`config.mk`:
```
export PLATFORM = sky130hd
export DESIGN_NAME = loc_timer
export DESIGN_NICKNAME = d
export VERILOG_FILES = /design/src/rtl/lt_pkg.sv /design/src/rtl/lt_regs.sv /design/src/rtl/lt_prescaler.sv /design/src/rtl/lt_downcount.sv /design/src/rtl/lt_pending.sv /design/src/rtl/loc_timer.sv
export SDC_FILE = /design/constraint.sdc
export NUM_CORES = 1
export LEC_CHECK = 0
export CAP_MARGIN = 15
export CELL_PAD_IN_SITES_DETAIL_PLACEMENT = 0
export CELL_PAD_IN_SITES_GLOBAL_PLACEMENT = 1
export CORE_MARGIN = 2
export CORE_UTILIZATION = 35
export CTS_BUF_LIST = sky130_fd_sc_hd__clkbuf_2 sky130_fd_sc_hd__clkbuf_4 sky130_fd_sc_hd__clkbuf_8
export DETAILED_ROUTE_END_ITERATION = 8
export HOLD_SLACK_MARGIN = 0.03
export PLACE_DENSITY = 0.77
export SYNTH_ARGS = -nofsm -noshare
export SYNTH_HDL_FRONTEND = slang
export SYNTH_HIERARCHICAL = 1
export SYNTH_SLANG_ARGS = --single-unit
```
`constraint.sdc`:
```
create_clock -name clk -period 11.7 [get_ports clk]
set_input_delay 2.34 -clock clk [delete_from_list [all_inputs] [get_ports clk]]
set_output_delay 2.34 -clock clk [all_outputs]
set_load 0.1 [all_outputs]
```
`src/rtl/lt_pkg.sv`:
```
package lt_pkg;
  localparam int DATA_W      = 32;
  localparam int VEC_W       = 8;
  localparam int SHIFT_W     = 3;
  localparam int PRE_W       = (1 << SHIFT_W) - 1;
  localparam int DIV_W       = 4;
  localparam int CTRL_W      = 9;
  localparam int ENT_STAT_BIT = 12;
  localparam int ENT_MASK_BIT = 16;
  localparam int ENT_PER_BIT  = 17;
  localparam int CTRL_EN_BIT  = 8;

  localparam logic [DATA_W-1:0] ENT_KEEP   = 32'h0003_10FF;
  localparam logic [DATA_W-1:0] ENT_RESET  = 32'h0001_0000;
  localparam logic [CTRL_W-1:0] CTRL_RESET = 9'h0FF;
  localparam logic [DIV_W-1:0]  DIV_KEEP   = 4'b1011;

  typedef enum logic [2:0] {
    SEL_ENTRY = 3'd0,
    SEL_DIV   = 3'd1,
    SEL_INIT  = 3'd2,
    SEL_CURR  = 3'd3,
    SEL_CTRL  = 3'd4
  } sel_e;

  // Split field {b3,b1,b0} plus one, wrapping: 111 -> shift 0 (divide by 1)
  function automatic logic [SHIFT_W-1:0] div_shift(input logic [DIV_W-1:0] code);
    logic [SHIFT_W-1:0] packed_code;
    packed_code = {code[3], code[1:0]};
    return packed_code + SHIFT_W'(1);
  endfunction
endpackage

```
`src/rtl/lt_regs.sv`:
```
module lt_regs
  import lt_pkg::*;
#(
  parameter int CNT_W = 32
) (
  input  logic              clk,
  input  logic              rst,
  input  logic              wr_en,
  input  logic [2:0]        wr_sel,
  input  logic [DATA_W-1:0] wr_data,
  input  logic [2:0]        rd_sel,
  input  logic [CNT_W-1:0]  cur_val,
  output logic [DATA_W-1:0] entry_q,
  output logic [DIV_W-1:0]  div_q,
  output logic [CNT_W-1:0]  init_q,
  output logic              sw_en,
  output logic              load,
  output logic              clr_pend,
  output logic [DATA_W-1:0] rd_data
);
  logic [CTRL_W-1:0] ctrl_q;
  logic [DATA_W-1:0] entry_d;
  logic              wr_entry, wr_div, wr_ctrl;

  assign sw_en    = ctrl_q[CTRL_EN_BIT];
  assign wr_entry = wr_en && (wr_sel == SEL_ENTRY);
  assign wr_div   = wr_en && (wr_sel == SEL_DIV);
  assign wr_ctrl  = wr_en && (wr_sel == SEL_CTRL);
  assign load     = wr_en && (wr_sel == SEL_INIT);
  assign clr_pend = load || (wr_ctrl && !wr_data[CTRL_EN_BIT]);

  always_comb begin
    entry_d = wr_data & ENT_KEEP;
    if (!sw_en) entry_d[ENT_MASK_BIT] = 1'b1;
  end

  always_ff @(posedge clk) begin
    if (rst) begin
      entry_q <= ENT_RESET;
      div_q   <= '0;
      init_q  <= '0;
      ctrl_q  <= CTRL_RESET;
    end else begin
      if (wr_entry) entry_q <= entry_d;
      if (wr_div)   div_q   <= wr_data[DIV_W-1:0] & DIV_KEEP;
      if (load)     init_q  <= wr_data[CNT_W-1:0];
      if (wr_ctrl) begin
        ctrl_q <= wr_data[CTRL_W-1:0];
        if (!wr_data[CTRL_EN_BIT]) entry_q[ENT_MASK_BIT] <= 1'b1;
      end
    end
  end

  always_ff @(posedge clk) begin
    if (rst) begin
      rd_data <= '0;
    end else begin
      case (rd_sel)
        SEL_ENTRY: rd_data <= entry_q;
        SEL_DIV:   rd_data <= DATA_W'(div_q);
        SEL_INIT:  rd_data <= DATA_W'(init_q);
        SEL_CURR:  rd_data <= (init_q == '0) ? '0 : DATA_W'(cur_val);
        SEL_CTRL:  rd_data <= DATA_W'(ctrl_q);
        default:   rd_data <= '0;
      endcase
    end
  end
endmodule

```
`src/rtl/lt_prescaler.sv`:
```
module lt_prescaler
  import lt_pkg::*;
(
  input  logic               clk,
  input  logic               rst,
  input  logic               base_tick,
  input  logic               run,
  input  logic               restart,
  input  logic [SHIFT_W-1:0] shift_new,
  output logic               terminal
);
  logic [PRE_W-1:0]   pre_cnt;
  logic [SHIFT_W-1:0] shift_act;
  logic [PRE_W:0]     span;
  logic [PRE_W-1:0]   limit;

  assign span     = (PRE_W+1)'(1) << shift_act;
  assign limit    = PRE_W'(span - 1'b1);
  assign terminal = base_tick && run && (pre_cnt == limit);

  always_ff @(posedge clk) begin
    if (rst) begin
      pre_cnt   <= '0;
      shift_act <= div_shift('0);
    end else if (restart) begin
      pre_cnt   <= '0;
      shift_act <= shift_new;
    end else if (base_tick && run) begin
      if (pre_cnt == limit) begin
        pre_cnt   <= '0;
        shift_act <= shift_new;
      end else begin
        pre_cnt <= pre_cnt + 1'b1;
      end
    end
  end
endmodule

```
`src/rtl/lt_downcount.sv`:
```
module lt_downcount #(
  parameter int CNT_W = 32
) (
  input  logic             clk,
  input  logic             rst,
  input  logic             load,
  input  logic [CNT_W-1:0] load_val,
  input  logic             terminal,
  input  logic             periodic,
  input  logic [CNT_W-1:0] reload,
  output logic [CNT_W-1:0] cur,
  output logic             running,
  output logic             expire
);
  assign expire = terminal && running && (cur == CNT_W'(1));

  always_ff @(posedge clk) begin
    if (rst) begin
      cur     <= '0;
      running <= 1'b0;
    end else if (load) begin
      cur     <= load_val;
      running <= (load_val != '0);
    end else if (terminal && running) begin
      if (cur == CNT_W'(1)) begin
        if (periodic) begin
          cur <= reload;
        end else begin
          cur     <= '0;
          running <= 1'b0;
        end
      end else begin
        cur <= cur - 1'b1;
      end
    end
  end
endmodule

```
`src/rtl/lt_pending.sv`:
```
module lt_pending #(
  parameter int PEND_W = 4,
  parameter int VEC_W  = 8
) (
  input  logic              clk,
  input  logic              rst,
  input  logic              expire,
  input  logic              clr,
  input  logic              gate_ok,
  input  logic [VEC_W-1:0]  vec,
  output logic [PEND_W-1:0] pend,
  output logic              deliver,
  output logic              irq_valid,
  output logic [VEC_W-1:0]  irq_vector
);
  logic full;

  assign full    = (pend == '1);
  assign deliver = gate_ok && (pend != '0);

  always_ff @(posedge clk) begin
    if (rst) begin
      pend <= '0;
    end else if (clr) begin
      pend <= '0;
    end else if (expire && !deliver && !full) begin
      pend <= pend + 1'b1;
    end else if (deliver && !expire) begin
      pend <= pend - 1'b1;
    end
  end

  always_ff @(posedge clk) begin
    if (rst) begin
      irq_valid  <= 1'b0;
      irq_vector <= '0;
    end else begin
      irq_valid <= deliver;
      if (deliver) irq_vector <= vec;
    end
  end
endmodule

```
`src/rtl/loc_timer.sv`:
```
module loc_timer
  import lt_pkg::*;
#(
  parameter int CNT_W  = 32,
  parameter int PEND_W = 4
) (
  input  logic              clk,
  input  logic              rst,
  input  logic              base_tick,
  input  logic              hw_enable,
  input  logic              wr_en,
  input  logic [2:0]        wr_sel,
  input  logic [DATA_W-1:0] wr_data,
  input  logic [2:0]        rd_sel,
  output logic [DATA_W-1:0] rd_data,
  output logic              irq_valid,
  output logic [VEC_W-1:0]  irq_vector
);
  logic [DATA_W-1:0] entry_q;
  logic [DIV_W-1:0]  div_q;
  logic [CNT_W-1:0]  init_q;
  logic [CNT_W-1:0]  cur;
  logic [PEND_W-1:0] pend_cnt;
  logic              sw_en, load, clr_pend, terminal, running, expire, deliver;
  logic              ent_mask, gate_ok;

  assign ent_mask = entry_q[ENT_MASK_BIT];
  assign gate_ok  = hw_enable && sw_en && !ent_mask;

  lt_regs #(.CNT_W(CNT_W)) u_regs (
    .clk(clk), .rst(rst), .wr_en(wr_en), .wr_sel(wr_sel), .wr_data(wr_data),
    .rd_sel(rd_sel), .cur_val(cur), .entry_q(entry_q), .div_q(div_q),
    .init_q(init_q), .sw_en(sw_en), .load(load), .clr_pend(clr_pend),
    .rd_data(rd_data)
  );

  lt_prescaler u_pre (
    .clk(clk), .rst(rst), .base_tick(base_tick), .run(running),
    .restart(load), .shift_new(div_shift(div_q)), .terminal(terminal)
  );

  lt_downcount #(.CNT_W(CNT_W)) u_cnt (
    .clk(clk), .rst(rst), .load(load), .load_val(wr_data[CNT_W-1:0]),
    .terminal(terminal), .periodic(entry_q[ENT_PER_BIT]), .reload(init_q),
    .cur(cur), .running(running), .expire(expire)
  );

  lt_pending #(.PEND_W(PEND_W), .VEC_W(VEC_W)) u_pend (
    .clk(clk), .rst(rst), .expire(expire), .clr(clr_pend), .gate_ok(gate_ok),
    .vec(entry_q[VEC_W-1:0]), .pend(pend_cnt), .deliver(deliver),
    .irq_valid(irq_valid), .irq_vector(irq_vector)
  );
endmodule

```
* Word-level counts from Yosys, hierarchy flattened
Cells that the tools add are included.
** Storage, ports and cells
- Register bits after elaboration :: 143
- Input bits :: 43
- Output and inout port bits :: 41
- Logic and storage cells :: 86
** Cells by class
- $add $sub $neg :: 6
- Equality and inequality tests :: 11
- Shift-type cells :: 1
- Mux-type cells :: 20
- Reduce and logical (&&, ||, !) cells :: 35
** Operators by type and width (number)
- $mux W32 :: 5
- $pmux W32 S5 :: 1
- $eq A32 B1 Y1 const B :: 1
- $logic_not A32 Y1 :: 1
- $reduce_bool A32 Y1 :: 1
- $sub A32 B1 Y32 const B :: 1
- $mux W17 :: 1
- $logic_and A1 B1 Y1 :: 15
- $reduce_bool A2 Y1 :: 5
- $eq A3 B2 Y1 const B :: 3
- $mux W3 :: 3
- $mux W4 :: 2
- $add A7 B1 Y7 const B :: 1
- $eq A7 B7 Y1 :: 1
- $mux W1 :: 7
- $mux W7 :: 1
- $shl A1 B3 Y7 const A :: 1
- $sub A7 B1 Y7 const B :: 1
- $eq A3 B1 Y1 const B :: 2
- $eq A3 B3 Y1 const B :: 2
- $logic_not A3 Y1 :: 2
- $logic_not A1 Y1 :: 5
- $add A4 B1 Y4 const B :: 1
- $eq A4 B4 Y1 const B :: 1
- 8 further kinds :: 9

* Logic depth before layout (Yosys ltp)
Gate-level depths: netlist of the first run.
- Depth in word-level cells :: 10
- Gate-level depth with buffers :: 15

* Cells and area by module
The synthesis of the first run kept the hierarchy.
** By module, submodules not included
- lt_regs :: times used 1, cells an instance 394, area each 3442.1 um^2, sequential area each 1741.7 um^2
- lt_downcount :: times used 1, cells an instance 371, area each 2687.6 um^2, sequential area each 660.6 um^2
- lt_prescaler :: times used 1, cells an instance 82, area each 688.2 um^2, sequential area each 200.2 um^2
- lt_pending :: times used 1, cells an instance 80, area each 660.6 um^2, sequential area each 260.2 um^2
- loc_timer :: times used 1, cells an instance 4, area each 33.8 um^2, sequential area each 0.0 um^2

* Worst setup path after synthesis of the first run
Ideal clock, no wire load.
- Kind :: input-to-reg
- Start point :: in base_tick
- End point :: reg u_pend.pend[3]
- Arrival :: 5.272 ns
- Required time :: 11.605 ns
- Setup slack :: 6.332 ns
- Stages :: 14
- Path through :: nand2_1 a21o_1 a211o_1 nor3_1 and2_1 clkbuf_1 clkbuf_1 and3_1 o21ai_0 ha_1 nand3_1 a2111oi_0 mux2i_1 o311ai_1
** Between the ends
- Cells in the longest elaborated chain, start to end :: 7
- Elaborated cells on any way between the ends :: 10
** Ends and longest elaborated chain
- from (decl) :: RTL line loc_timer.sv:9 : input logic base_tick,
- $logic_and A1 B1 Y1 * (2 in series) :: RTL line lt_prescaler.sv:19 : assign terminal = base_tick && run && (pre_cnt == limit);
- named net terminal :: RTL line loc_timer.sv:24 : logic sw_en, load, clr_pend, terminal, running, expire, deliver;
- $logic_and A1 B1 Y1 * (2 in series) :: RTL line lt_downcount.sv:15 : assign expire = terminal && running && (cur == CNT_W'(1));
- named net expire :: RTL line loc_timer.sv:24
- $logic_and A1 B1 Y1 / $logic_not A1 Y1 (equally long branches) :: RTL line lt_pending.sv:26, lt_pending.sv:28
- $logic_and A1 B1 Y1 (on tied branches) :: RTL line lt_pending.sv:26, lt_pending.sv:28
- $mux W4 / $reduce_bool A2 Y1 (equally long branches)
- to (signal assigned) :: RTL line lt_pending.sv:27 : pend <= pend + 1'b1;
- to (signal assigned) :: RTL line lt_pending.sv:29 : pend <= pend - 1'b1;
- to (decl) :: RTL line lt_pending.sv:11 : output logic [PEND_W-1:0] pend,
Mark *: on every way through the listed nets, which the timed path passes. The rest lies on a longest branch.
A chain may end at the register's enable or synchronous reset.

* Worst setup path after layout of the first run
Same ends and word-level chain as after synthesis.

==> impl_metrics.yaml, run 1 <==
place:
  dp_hpwl_mm: 15.0
  io_buffers: 83
  gp_congestion: 0.807
logic_synthesis:
  synthesis.nets: 958
  netlist_area_mm2: 0.00734
  synthCells: 908
  syn-mean-instance-area_um2: 8.09
  yosys_warnings: 6
worst_setup_path:
  path_delay_family: "compound AO/OA/AOI/OAI gates"
  crit_chain: "clkdlybuf4s50_1 > nand2_1 > a21o_1 > a211o_1 > nor3_1 > and2_1 > buf_4 > and3_1 > o21ai_0 > ha_1 > nand3_1 > a2111oi_0 > mux2i_1 > o311ai_1"
  cp.required_ns: 12.07
  slowest_stage: "clkdlybuf4s50_1"
  r2r_cells: 13
  crit_path_end_kind: "flop"
  worstSetupStartpointType: "primary input"
  worst-path-stages: 14
  worstSetupPathType: "primary input to flop"
  crit_path_max_incr_delay_ns: 0.49
  arrival_ns: 6.08
  critical_path.max_fanout: 23
  cp.buffers_inverters: 2
clock_network:
  tritoncts: "built"
  h-tree-depth: 4
  postCtsHoldBufs: 0
  cts_max_path_buffers: 2
  clock_latency_ns: 0.46
  path_clk_slew_ns: 0.08
  ctsResizeCount: 0
  cts_buffers: 17
  cts_sinks: 143
  cts_setup_buffers: 0
  root_buffer: "clkbuf_8"
pwr:
  p_int_mw: 0.761
  power_frac_clock_pct: 38.6
  powerDensity_mw_per_mm2: 123
  power_frac_comb_pct: 13.9
  power.total_mw: 1.06
  swShare_pct: 28.3
  power_frac_seq_pct: 47.6
  p_leak_nw: 3.11
  switching_power_mw: 0.300
  ir_worst_vdd_uv: 74.2
drt:
  wl_per_cell_um: 18.3
  firstDrtPassIters: 5
  via_count: 6955
  remaining_drc_errors: 0
  viasPerCell: 5.62
  dr.first_iter.drc_count: 531
  totalWireLength_mm: 22.6
  drtAntennaViolNets: 0
hold_path:
  hold_class: "flop to flop"
  hold_depth: 2
finish:
  fillCellCount: 2130
  drive_above_1_share_pct: 7.14
  nNetsFinal: 1005
  area_delta_synth_final_pct: 17.8
  num_antenna_cells: 0
grt:
  antenna_found_initial: 0
  grt_use_total_pct: 20.5
  grt_start_max_net_pins: 61
  grt_pass1_wl_mm: 35.6
  grt_overflow: 0
  grt_pass1_vias: 6460
sta:
  hold_violations: 0
  finalCritPeriodShare_pct: 48.8
  tightest_slew_ns: 1.18
  hold_ws_ns: 0.455
  min_period_ns: 5.71
  report.final.slew_viol_count: 0
  fmax_mhz: 175
  fin_skew_ns: 0.0104
  final.setup.tns_ns: 0
  finalSetupViolCount: 0
  slew_headroom_pct: 21.1
  rsz0062_at_grt: "no"
floorplanning:
  die_h_um: 149
  fp-row-count: 52
  dieArea_mm2: 0.0222
  core_area_mm2: 0.0204
  die_width_um: 149
  start_util_pct: 35.9
  io_pins: 84
outcome:
  status: "finished clean"
job:
  cap_violations: 0
-- per-stage QoR --
stage                     setup slack, ns  cells  utilization (%)  cell area (µm²)
after CTS                            6.05   1237             42.3             8650
final                                5.99   1237             42.3             8650
after global placement               5.72   1206             40.4             8250
after floorplan                      6.33    908                -             7340
after global routing                 5.67   1237             42.3             8650
after detailed placement             5.56   1206             40.4             8250
-- power groups by stage --
stage	logic (mW)	registers [mW]	clock network, mW
floorplan	0.0909	0.523	0
global placement	0.145	0.516	0
detailed placement	0.145	0.516	0
CTS	0.145	0.505	0.418
global route	0.160	0.507	0.438
finish	0.147	0.505	0.409
-- per-layer routing --
metal | global-route usage, % | routed length [µm] | up-vias | part of all wire [%]
li1 | - | - | 3381 | -
met2 | 31.7 | 10200 | 219 | 45
met5 | 0 | 0 | - | 0
met4 | 6.95 | 382 | 0 | 1.7
met3 | 3.55 | 1240 | 25 | 5.5
met1 | 29.0 | 10800 | 3330 | 48
-- worst min-delay path, stage by stage, from the launching register on --
cell	delay, ns
dfxtp_1	0.31
nand2_1	0.05
a21oi_1	0.05
-- cell type report --
class / instances / area (µm²) / share of cell area (%)
Clock buffer: 22 / 290 / 3.36
Clock inverter: 9 / 110 / 1.27
Inverter: 18 / 68.8 / 0.795
Multi-Input combinational cell: 682 / 4080 / 47.1
Sequential cell: 143 / 2860 / 33.1
Tap cell: 270 / 338 / 3.91
Timing Repair Buffer: 93 / 903 / 10.4
-- state kept, by name, indices dropped and copies added (netlist names) --
signal	flops
u_cnt/cur	32
u_regs/init_q	32
u_regs/ctrl_q	9
u_regs/rd_data	32
u_cnt/running	1
u_pre/pre_cnt	7
u_regs/div_q	3
u_regs/entry_q	11
u_pend/pend	4
u_pre/shift_act	3
u_pend/irq_vector	8
u_pend/irq_valid	1
-- path summary, 6_finish.rpt --
path | start | to | slack (ns)
worst max-delay path | base_tick | u_pend/pend[3] | 5.99
worst min-delay path | u_pend/irq_vector[6] | u_pend/irq_vector[6] | 0.46
worst max register to register | u_pre/shift_act[2] | u_pend/pend[3] | 7.57
worst min register to register | u_pend/irq_vector[6] | u_pend/irq_vector[6] | 0.46
-- cell usage in the layout (no fill, tap or decap), drive strengths merged, types with 4 or more instances in the layout --
| master | instances |
|---|---|
| a211oi | 16 |
| a21oi | 95 |
| a221oi | 4 |
| a22o | 26 |
| a31oi | 19 |
| and2 | 5 |
| and3 | 12 |
| buf | 11 |
| clkbuf | 22 |
| clkdlybuf4s50 | 82 |
| clkinv | 5 |
| dfxtp | 143 |
| ha | 6 |
| inv | 17 |
| mux2i | 18 |
| nand2 | 158 |
| nand2b | 5 |
| nand3 | 25 |
| nand3b | 7 |
| nand4 | 7 |
| nor2 | 66 |
| nor2b | 5 |
| nor3 | 35 |
| nor3b | 6 |
| nor4 | 37 |
| nor4b | 4 |
| o211ai | 6 |
| o21a | 4 |
| o21ai | 15 |
| o22ai | 6 |
| o2bb2ai | 6 |
| o31ai | 8 |
| or3 | 7 |
| or4 | 7 |
| xnor2 | 18 |
| xor2 | 9 |
Note: power is estimated with default switching activity, not from simulation.
==> inputs of run 2 (changes only) <==
PLACE_DENSITY = 0.8   (was 0.77)
clock period = 4.7 ns   (was 11.7 ns; I/O delays follow)
==> run 2 against run 1 <==
  * Sequential cell count is the same
  * Combinational power grew 150%
  * Final cell count rose by 0.65%
  * Largest power group unchanged
==> impl_metrics.yaml, run 2 (same netlist as run 1, synthesis figures left out) <==
outcome:
  status: "finished clean"
sta:
  slew_headroom_pct: 25.9
  report.final.slew_viol_count: 0
  fmax_mhz: 252
  finalCritPeriodShare_pct: 84.6
  tightest_slew_ns: 1.10
  finalSetupViolCount: 0
  min_period_ns: 3.98
  final.setup.tns_ns: 0
  fin_skew_ns: 0.0163
  rsz0062_at_grt: "no"
  hold_violations: 0
worst_setup_path:
  crit_path_end_kind: "flop"
  worstSetupStartpointType: "primary input"
  slowest_stage: "clkdlybuf4s50_1"
  arrival_ns: 4.34
  crit_path_max_incr_delay_ns: 0.49
  critical_path.max_fanout: 6
  worstSetupPathType: "primary input to flop"
  crit_chain: "clkdlybuf4s50_1 > nand2_1 > a21o_1 > a211o_1 > nor3_1 > and2_1 > and3_1 > o21ai_0 > ha_1 > nand3_1 > a2111oi_0 > mux2i_1 > o311ai_1"
  cp.required_ns: 5.07
floorplanning:
  die_width_um: 149
  fp-row-count: 52
  die_h_um: 149
  io_pins: 84
  dieArea_mm2: 0.0222
  core_area_mm2: 0.0204
  start_util_pct: 35.9
finish:
  area_delta_synth_final_pct: 18.7
  fillCellCount: 2112
  nNetsFinal: 1012
  reg_top3: "u_cnt/cur x32, u_regs/init_q x32, u_regs/rd_data x32"
  mostFrequentLayoutCell: "nand2_1"
  num_antenna_cells: 0
  drive_above_1_share_pct: 7.90
  final_util_pct: 42.7
  mostFrequentLayoutCells: "nand2_1 (157), dfxtp_1 (143), a21oi_1 (95)"
drt:
  wl_met2_mm: 10.1
  firstDrtPassIters: 6
  totalWireLength_mm: 22.4
  wl_met3_mm: 1.24
  wl_per_cell_um: 18.0
  wl_met1_mm: 10.7
  viasPerCell: 5.62
  remaining_drc_errors: 0
  drtAntennaViolNets: 0
  highest_layer: "met4"
  via_count: 6995
  dr.first_iter.drc_count: 514
clock_network:
  h-tree-depth: 4
  cts_buffers: 17
  cts_max_path_buffers: 2
  tritoncts: "built"
  root_buffer: "clkbuf_8"
  path_clk_slew_ns: 0.09
  clock_latency_ns: 0.45
  postCtsHoldBufs: 0
  cts_sinks: 143
  cts_setup_buffers: 0
  ctsResizeCount: 0
pwr:
  powerDensity_mw_per_mm2: 308
  ir_worst_vdd_uv: 177
  p_leak_nw: 3.15
hold_path:
  hold_class: "flop to flop"
grt:
  grt_start_max_net_pins: 72
  antenna_found_initial: 0
  grt_use_total_pct: 20.2
  grt_overflow: 0
  grt_pass1_vias: 6306
  grt_pass1_wl_mm: 35.4
place:
  gp_congestion: 0.832
  dp_hpwl_mm: 15.1
  io_buffers: 83
job:
  cap_violations: 0
[run 2: per-layer routing]
layer  global-route usage (%)  vias to the layer above
met3                     3.73                       17
met4                     5.52                        0
li1                         -                     3400
met5                        0                        -
met2                     31.5                      218
met1                     28.8                     3360
[run 2: path summary, 6_finish.rpt]
path | from | endpoint | slack, ns | cells after the start
setup / recovery | base_tick | u_pend/pend[3] | 0.72 | 13
hold / removal | u_pend/irq_vector[7] | u_pend/irq_vector[7] | 0.46 | 2
setup reg to reg | u_pre/shift_act[2] | u_pend/pend[3] | 0.97 | 12
hold reg to reg | u_pend/irq_vector[7] | u_pend/irq_vector[7] | 0.46 | 2
[run 2: layout make-up]
class	instances	area, µm²	area share, %
flip-flops and latches	143	2860	32.8
well taps	270	338	3.88
clock buffers	20	263	3.01
clock inverters	12	158	1.81
repair buffers	100	956	11.0
multi-input cells	682	4070	46.7
inverters	18	68.8	0.789
[run 2: where the power goes]
group	internal, mW	total (mW)	leakage (nW)	switching [mW]
logic	0.142	0.365	1.79	0.223
clock network	0.555	1.06	0.207	0.504
registers	1.23	1.26	1.16	0.0251
total	1.93	2.68	3.15	0.753
[run 2: through the flow]
step	cell area, µm²	setup slack, ns	hold slack (ns)	cells	total power [mW]
CTS	8720	0.770	0.462	1245	2.71
finish	8720	0.725	0.458	1245	2.68
detailed placement	8300	0.287	0.449	1213	1.65
global placement	8300	0.460	0.445	1213	1.64
floorplan	7340	0.732	0.436	908	1.53
global route	8720	0.423	0.482	1245	2.79
[run 2: worst max-delay path, delay by kind of cell]
family | cells | cell delay, ns
fa+ha+maj | 1 | 0.42
simple gates | 5 | 1.06
compound gates | 5 | 1.29
buf+inv | 1 | 0.49
mux | 1 | 0.14
==> inputs of run 3 (changes only) <==
clock period = 3.6 ns   (was 4.7 ns; I/O delays follow)
==> run 3 against run 2 <==
  * Non-clock buffer count increased by 19
  * Largest cell class unchanged
  * Wire length increased by 1.6%
  * Combinational power rose by 35%
==> impl_metrics.yaml, run 3 (same netlist as run 1, synthesis figures left out) <==
outcome:
  status: "finished clean"
pwr:
  p_int_mw: 2.44
  powerDensity_mw_per_mm2: 382
  swShare_pct: 27.6
  power_frac_comb_pct: 14.6
  p_leak_nw: 3.23
  power_frac_seq_pct: 48.8
  switching_power_mw: 0.929
  ir_worst_vdd_uv: 190
  power_frac_clock_pct: 36.6
finish:
  mostFrequentLayoutCell: "nand2_1"
  area_delta_synth_final_pct: 20.2
  nNetsFinal: 1031
  drive_above_1_share_pct: 9.39
  final_area_mm2: 0.00883
  reg_top3: "u_cnt/cur x32, u_regs/init_q x32, u_regs/rd_data x32"
  mostFrequentLayoutCells: "nand2_1 (157), dfxtp_1 (142), a21oi_1 (95)"
  num_antenna_cells: 0
worst_setup_path:
  critical_path.max_fanout: 8
  crit_path_max_incr_delay_ns: 0.57
  path_delay_family: "simple AND/OR/NAND/NOR gates"
  cp.buffers_inverters: 0
  worstSetupStartpointType: "flop"
  worstSetupPathType: "flop to flop"
  slowest_stage: "nor4_1"
  crit_chain: "nor4_1 > nand3_1 > nor3_1 > and3_1 > o21ai_1 > ha_1 > nand3_1 > a2111oi_0 > mux2i_1 > o311ai_1"
  crit_path_end_kind: "flop"
  arrival_ns: 3.57
  crit_top_cell: "nand3_1"
  cp.required_ns: 3.95
floorplanning:
  start_util_pct: 35.9
  core_area_mm2: 0.0204
  fp-row-count: 52
  die_width_um: 149
  die_h_um: 149
  io_pins: 84
  dieArea_mm2: 0.0222
drt:
  drtAntennaViolNets: 0
  dr.first_iter.drc_count: 620
  remaining_drc_errors: 0
  wl_per_cell_um: 18.0
  firstDrtPassIters: 5
  viasPerCell: 5.61
  totalWireLength_mm: 22.7
  via_count: 7070
grt:
  globalRoute.busiestLayer: "met2"
  met1_usage_pct: 29.9
  antenna_found_initial: 0
  grt_pass1_vias: 6503
  grt_use_met3_pct: 3.58
  use_met2_pct: 31.1
  grt_use_total_pct: 20.6
  grt_start_max_net_pins: 54
  grt_pass1_wl_mm: 36.2
  grt_overflow: 0
sta:
  final.setup.tns_ns: 0
  rsz0062_at_grt: "no"
  fin_skew_ns: 0.0105
  report.final.slew_viol_count: 0
  finalSetupViolCount: 0
  hold_violations: 0
  min_period_ns: 3.23
  tightest_slew_ns: 0.982
  fmax_mhz: 310
  slew_headroom_pct: 34.3
  finalCritPeriodShare_pct: 89.6
clock_network:
  cts_max_path_buffers: 2
  h-tree-depth: 4
  cts_sinks: 143
  postCtsHoldBufs: 0
  cts_setup_buffers: 0
  path_clk_slew_ns: 0.08
  clock_latency_ns: 0.45
  tritoncts: "built"
  cts_buffers: 17
  root_buffer: "clkbuf_8"
job:
  cap_violations: 0
place:
  dp_hpwl_mm: 15.7
  gp_congestion: 0.850
  placed_cell_area_mm2: 0.00846
  io_buffers: 83
hold_path:
  hold_class: "flop to flop"
run 3: cell types whose count changed in the layout (fill, tap and decap cells not counted), moves of 2 or more:
cell        change
buf_12          +2
clkinvlp_4      -2
buf_4          +17
inv_6           -3
run 3: repair_timing:
item / in CTS / in global routing
setup endpoints to repair: 0 / 1
endpoints found under the hold margin: 0 / 0
gates resized for setup: 0 / 1
run 3: cell type report:
type | count | area (µm²)
fill | 2048 | 11600
multi-input combinational | 682 | 4070
sequential | 143 | 2860
timing repair buffer | 119 | 1120
tap | 270 | 338
clock buffer | 21 | 270
clock inverter | 7 | 91.3
inverter | 18 | 68.8
run 3: power groups by stage:
stage,Sequential [mW],Combinational [mW],Clock (mW)
global placement,1.68,0.482,0
finish,1.64,0.492,1.23
global route,1.65,0.529,1.34
floorplan,1.70,0.295,0
CTS,1.64,0.486,1.27
detailed placement,1.68,0.483,0
run 3: worst min-delay path, cell delays in order (launching register included):
cell and delay (ns):
dfxtp_1 0.31, nand2_1 0.05, a21oi_1 0.05
run 3: path summary, 6_finish.rpt:
path,startpoint,to,slack [ns],cells past startpoint
hold / removal,u_pend/irq_vector[2],u_pend/irq_vector[2],0.46,2
setup reg to reg,u_cnt/cur[4],u_pend/pend[3],0.37,10
setup / recovery,u_cnt/cur[4],u_pend/pend[3],0.37,10
hold reg to reg,u_pend/irq_vector[2],u_pend/irq_vector[2],0.46,2
run 3: metal layers:
layer / wire (µm) / up-vias / part of all wire [%]
met5: 0 / - / 0
met4: 410 / 0 / 1.8
met3: 1410 / 34 / 6.2
met2: 9940 / 265 / 44
li1: - / 3425 / -
met1: 11000 / 3346 / 48
run 3: through the flow:
stage | hold WS, ns | std cells | setup slack [ns] | util [%] | power [mW]
2_1_floorplan | 0.436 | 908 | 0.0447 | - | 1.99
3_3_place_gp | 0.448 | 1232 | 0.0442 | 41.4 | 2.16
3_5_place_dp | 0.450 | 1232 | -0.0122 | 41.4 | 2.16
4_1_cts | 0.463 | 1260 | 0.316 | 43.2 | 3.40
5_1_grt | 0.480 | 1260 | 0.0213 | 43.2 | 3.52
6_report | 0.459 | 1260 | 0.375 | 43.2 | 3.37
